### config.mk
export PLATFORM = sky130hd
export DESIGN_NAME = hz_forward_stall
export DESIGN_NICKNAME = d
export VERILOG_FILES = /design/src/rtl/hz_pkg.sv /design/src/rtl/hz_src_select.sv /design/src/rtl/hz_operand_mux.sv /design/src/rtl/hz_stall_detect.sv /design/src/rtl/hz_forward_stall.sv
export SDC_FILE = /design/constraint.sdc
export NUM_CORES = 1
export LEC_CHECK = 0
export CORE_AREA = 2 2 93 95
export DETAILED_ROUTE_END_ITERATION = 10
export DIE_AREA = 0 0 95 97
export PLACE_DENSITY = 0.71
export SKIP_LAST_GASP = 1
export SYNTH_ARGS = -nofsm -noshare
export SYNTH_HDL_FRONTEND = slang
export SYNTH_HIERARCHICAL = 1
export SYNTH_SLANG_ARGS = --single-unit
export TNS_END_PERCENT = 30
### constraint.sdc
create_clock -name vclk -period 6.1
set_clock_uncertainty 0.05 [all_clocks]
set_input_delay 1.83 -clock vclk [all_inputs]
set_output_delay 1.83 -clock vclk [all_outputs]
set_load 0.01 [all_outputs]
### src/rtl/hz_pkg.sv
package hz_pkg;

  // Where an ALU operand is taken from.
  typedef enum logic [1:0] {
    OPSRC_STAGED = 2'd0,
    OPSRC_NEAR   = 2'd1,
    OPSRC_FAR    = 2'd2
  } opsrc_e;

  // Number of older stages compared against the decode stage.
  localparam int unsigned PROD_STAGES = 3;

endpackage

### src/rtl/hz_src_select.sv
module hz_src_select
  import hz_pkg::*;
#(
  parameter int unsigned RW = 5
) (
  input  logic          use_en,
  input  logic [RW-1:0] src_reg,
  input  logic          near_wr,
  input  logic [RW-1:0] near_ra,
  input  logic          far_wr,
  input  logic [RW-1:0] far_ra,
  output opsrc_e        sel
);

  logic near_hit;
  logic far_hit;

  assign near_hit = use_en && near_wr && (near_ra == src_reg);
  assign far_hit  = use_en && far_wr  && (far_ra  == src_reg);

  // The younger (memory-stage) result wins over write-back.
  always_comb begin
    if (near_hit)     sel = OPSRC_NEAR;
    else if (far_hit) sel = OPSRC_FAR;
    else              sel = OPSRC_STAGED;
  end

endmodule

### src/rtl/hz_operand_mux.sv
module hz_operand_mux
  import hz_pkg::*;
#(
  parameter int unsigned DW = 32
) (
  input  opsrc_e        sel,
  input  logic [DW-1:0] staged,
  input  logic [DW-1:0] near_val,
  input  logic [DW-1:0] far_val,
  output logic [DW-1:0] operand
);

  always_comb begin
    unique case (sel)
      OPSRC_NEAR: operand = near_val;
      OPSRC_FAR:  operand = far_val;
      default:    operand = staged;
    endcase
  end

endmodule

### src/rtl/hz_stall_detect.sv
module hz_stall_detect
  import hz_pkg::*;
#(
  parameter int unsigned RW     = 5,
  parameter bit          FWD_EN = 1'b1
) (
  input  logic                            cons_alu,
  input  logic                            cons_imm,
  input  logic [RW-1:0]                   cons_rb,
  input  logic [RW-1:0]                   cons_rc,
  input  logic                            ex_load,
  input  logic [PROD_STAGES-1:0]          prod_wr,
  input  logic [PROD_STAGES-1:0][RW-1:0]  prod_ra,
  output logic                            stall
);

  logic [PROD_STAGES-1:0] reg_hit;
  logic [PROD_STAGES-1:0] need;

  // Index 0 is the execute stage, 1 memory, 2 write-back.
  for (genvar k = 0; k < int'(PROD_STAGES); k++) begin : g_prod
    logic gate;
    assign reg_hit[k] = (prod_ra[k] == cons_rb) ||
                        (!cons_imm && (prod_ra[k] == cons_rc));
    if (k == 0) begin : g_near
      // With forwarding only a load right ahead cannot be served.
      assign gate = (FWD_EN != 1'b0) ? ex_load : prod_wr[k];
    end else begin : g_far
      assign gate = (FWD_EN != 1'b0) ? 1'b0 : prod_wr[k];
    end
    assign need[k] = gate && reg_hit[k];
  end

  assign stall = cons_alu && (|need);

endmodule

### src/rtl/hz_forward_stall.sv
module hz_forward_stall
  import hz_pkg::*;
#(
  parameter int unsigned DW     = 32,
  parameter int unsigned RW     = 5,
  parameter bit          FWD_EN = 1'b1
) (
  input  logic          s2_alu,
  input  logic          s2_imm,
  input  logic [RW-1:0] s2_rb,
  input  logic [RW-1:0] s2_rc,
  input  logic          s3_alu,
  input  logic          s3_load,
  input  logic          s3_imm,
  input  logic [RW-1:0] s3_ra,
  input  logic [RW-1:0] s3_rb,
  input  logic [RW-1:0] s3_rc,
  input  logic [DW-1:0] s3_x,
  input  logic [DW-1:0] s3_y,
  input  logic          s4_alu,
  input  logic          s4_load,
  input  logic [RW-1:0] s4_ra,
  input  logic [DW-1:0] s4_z,
  input  logic          s5_alu,
  input  logic          s5_load,
  input  logic [RW-1:0] s5_ra,
  input  logic [DW-1:0] s5_z,
  output logic [DW-1:0] alu_x,
  output logic [DW-1:0] alu_y,
  output logic          hold_fetch,
  output logic          hold_decode,
  output logic          bubble_ex
);

  localparam bit FWD_ON = (FWD_EN != 1'b0);

  // ---------------- forwarding into execute ----------------
  logic   fwd_x_en;
  logic   fwd_y_en;
  logic   near_wr;
  logic   far_wr;
  opsrc_e x_sel;
  opsrc_e y_sel;

  assign fwd_x_en = FWD_ON && s3_alu;
  assign fwd_y_en = FWD_ON && s3_alu && !s3_imm;
  // Memory-stage Z holds an address for a load, so only ALU results qualify.
  assign near_wr  = s4_alu;
  assign far_wr   = s5_alu || s5_load;

  hz_src_select #(.RW(RW)) x_sel_i (
    .use_en  (fwd_x_en),
    .src_reg (s3_rb),
    .near_wr (near_wr),
    .near_ra (s4_ra),
    .far_wr  (far_wr),
    .far_ra  (s5_ra),
    .sel     (x_sel)
  );

  hz_src_select #(.RW(RW)) y_sel_i (
    .use_en  (fwd_y_en),
    .src_reg (s3_rc),
    .near_wr (near_wr),
    .near_ra (s4_ra),
    .far_wr  (far_wr),
    .far_ra  (s5_ra),
    .sel     (y_sel)
  );

  hz_operand_mux #(.DW(DW)) x_mux_i (
    .sel      (x_sel),
    .staged   (s3_x),
    .near_val (s4_z),
    .far_val  (s5_z),
    .operand  (alu_x)
  );

  hz_operand_mux #(.DW(DW)) y_mux_i (
    .sel      (y_sel),
    .staged   (s3_y),
    .near_val (s4_z),
    .far_val  (s5_z),
    .operand  (alu_y)
  );

  // ---------------- stall of the front end ----------------
  logic [PROD_STAGES-1:0]         prod_wr;
  logic [PROD_STAGES-1:0][RW-1:0] prod_ra;
  logic                           stall;

  assign prod_wr = {s5_alu || s5_load, s4_alu || s4_load, s3_alu || s3_load};
  assign prod_ra = {s5_ra, s4_ra, s3_ra};

  hz_stall_detect #(.RW(RW), .FWD_EN(FWD_EN)) stall_i (
    .cons_alu (s2_alu),
    .cons_imm (s2_imm),
    .cons_rb  (s2_rb),
    .cons_rc  (s2_rc),
    .ex_load  (s3_load),
    .prod_wr  (prod_wr),
    .prod_ra  (prod_ra),
    .stall    (stall)
  );

  assign hold_fetch  = stall;
  assign hold_decode = stall;
  assign bubble_ex   = stall;

endmodule

==> Implementation_results.wiki <==
{| class="wikitable"
! Metric !! Value
|-
| Number of buffers inserted by post-CTS setup repair || 0
|-
| Initial core utilization || 20.89%
|-
| Synth-to-layout area growth || 155.2%
|-
| Max_cap viols || 0
|-
| Final min period || 6.077 ns
|-
| Worst setup EP type || primary output
|-
| Number of sequential storage elements || 0
|-
| Die H || 97 um
|-
| Weighted congestion reported at the end of routability-driven placement || 0.8203
|-
| Wire length per cell || 15.64 um
|-
| Total number of vias || 2962
|-
| DRC Markers || 0
|-
| Fmax || 164.6 MHz
|-
| Tightest Pin Transition || 0.2348 ns
|-
| Number of nets produced by synthesis || 455
|-
| Slew HR || 84.22%
|-
| Worst vdd ir || 0.02884 mV
|-
| Clk_buf instances || 0
|-
| Post-route cell area || 4335 um2
|-
| Sum Neg Setup Slack || 0 ns
|-
| Remaining Overflow, GRT || 0
|-
| Number of nets with antenna violations after routing || 0
|-
| Power density over cell area || 57.79 nW/um2
|-
| Final count of hold timing violations || 0
|-
| Cell occurring most often along the worst timing path || clkdlybuf4s50_1
|-
| Number of antenna violations at the first check in global routing || 0
|-
| Arr. time, crit path || 4.20 ns
|-
| Endpoints failing setup || 0
|-
| WHS Path Cells || 4
|-
| Vias in the first global route || 2988
|-
| Maximum number of pins on one net before global-route repair || 35
|-
| Top-level port count || 239
|-
| Synth Instances || 279
|-
| Total number of placement rows || 33
|-
| Layout cell share with drive strength beyond 1 || 5.720%
|-
| Number of port buffers || 238
|-
| Critical path class || in -> out
|-
| Crit path required time || 4.22 ns
|-
| Fillcell total || 771
|-
| Core footprint || 8134 um2
|-
| Footprint of the flip-flops and latches || 0 um2
|-
| Worst path max stage delay || 0.56 ns
|-
| Startpoint kind of the worst setup timing path || input pin
|-
| Unrepaired setup endpoints after global routing || yes
|-
| Nets || 685
|-
| Layout Utilization || 53.30%
|-
| Post-DP HPWL || 7837 um
|-
| Maximum fanout along the worst path || 30
|-
| First drt pass iteration count || 4
|-
| Critical path's slowest cell || clkdlybuf4s50_1
|-
| Instance area at placement || 4258 um2
|-
| Worst hold path type || in -> out
|-
| Final count of pins violating max slew || 0
|-
| Number of standard cells in the final layout excluding fillers || 612
|-
| Average cell area after synthesis || 6.090 um2
|-
| Cell total after placement || 612
|-
| Netlist area before placement || 1699 um2
|-
| Die X || 95 um
|-
| Count of hold-fix buffers inserted at cts || 0
|-
| Diode count || 0
|-
| First-pass GRT wire length || 14350 um
|-
| Die Area || 9215 um2
|-
| Wire length after detailed routing || 9570 um
|-
| Total GRT Usage || 18.95%
|-
| Static power due to leakage || 1.710 nW
|-
| Cell breakdown of the critical path || clkdlybuf4s50_1 > xnor2_1 > nand4_1 > o211a_1 > ha_2 > buf_12 > nand2_1 > o21ai_1 > clkdlybuf4s50_1
|-
| Status || finished clean
|-
| Via-to-Cell Ratio || 4.840
|-
| Final period utilization || 99.62%
|-
| Iter 0 DRT Violations || 108
|-
| Synthesis Warnings || 6
|}
repair_timing:
action                     CTS  global route
setup endpoints to repair   17            64
pin swaps                    0             1
gates resized for setup      2            22
cloned                       0             0
layout by cell type (no fill, tap or decap):
cell type        instances
buf_4                   13
ha_4                     1
o21ai_0                  4
o211a_1                  2
and3_1                   2
clkdlybuf4s50_1        220
o22ai_1                  1
xnor2_1                 22
buf_12                   7
ha_2                     2
o21ai_1                 60
inv_1                    4
dlymetal6s2s_1          18
nor2b_1                  1
nand4_1                  4
or2_1                    1
xor2_1                   8
a22oi_2                  4
a22oi_1                 60
nand3_1                  3
nand4b_1                 1
nand2_1                 64
ha_1                     1
nor4_2                   2
nor2_1                   2
worst max-delay path, delay by kind of cell:
kind            cells  cell delay (ns)
buf+inv             3             1.26
fa+ha+maj           1             0.38
compound gates      2             0.35
simple gates        2             0.21
xor+xnor            1             0.14
path summary, 6_finish.rpt:
kind     start         to  slack (ns)
max   s3_rc[0]  alu_y[16]        0.02
min   s3_x[19]  alu_x[19]        4.28
metrics by stage:
step                power [mW]  worst slack [ns]  hold slack [ns]
global placement        0.2489          -0.02496            4.580
detailed placement      0.2513          -0.03791            4.582
floorplan              0.06770             1.062            3.733
global route            0.2686           -0.1127            4.298
CTS                     0.2532        -0.0003095            4.584
finish                  0.2505           0.02295            4.279
metal layers:
| metal | global-route usage, % | vias to the layer above | wire length, um |
|---|---|---|---|
| met5 | 0 | - | 0 |
| met4 | 1.338 | 0 | 61 |
| met3 | 2.804 | 6 | 743 |
| met2 | 39.23 | 150 | 5215 |
| met1 | 20.15 | 1321 | 3548 |
| li1 | - | 1485 | - |
area by class of cell:
class | count | area [um2] | area share, %
repair buffers | 258 | 2665 | 61.47
multi-input cells | 245 | 1524 | 35.15
well taps | 105 | 131.4 | 3.030
inverters | 4 | 15.01 | 0.3463
report_power, final:
group	internal [mW]	switching, mW
clock network	0	0
logic	0.169	0.0818
registers	0	0
total	0.169	0.0818
(Power assumes the default switching activity.)
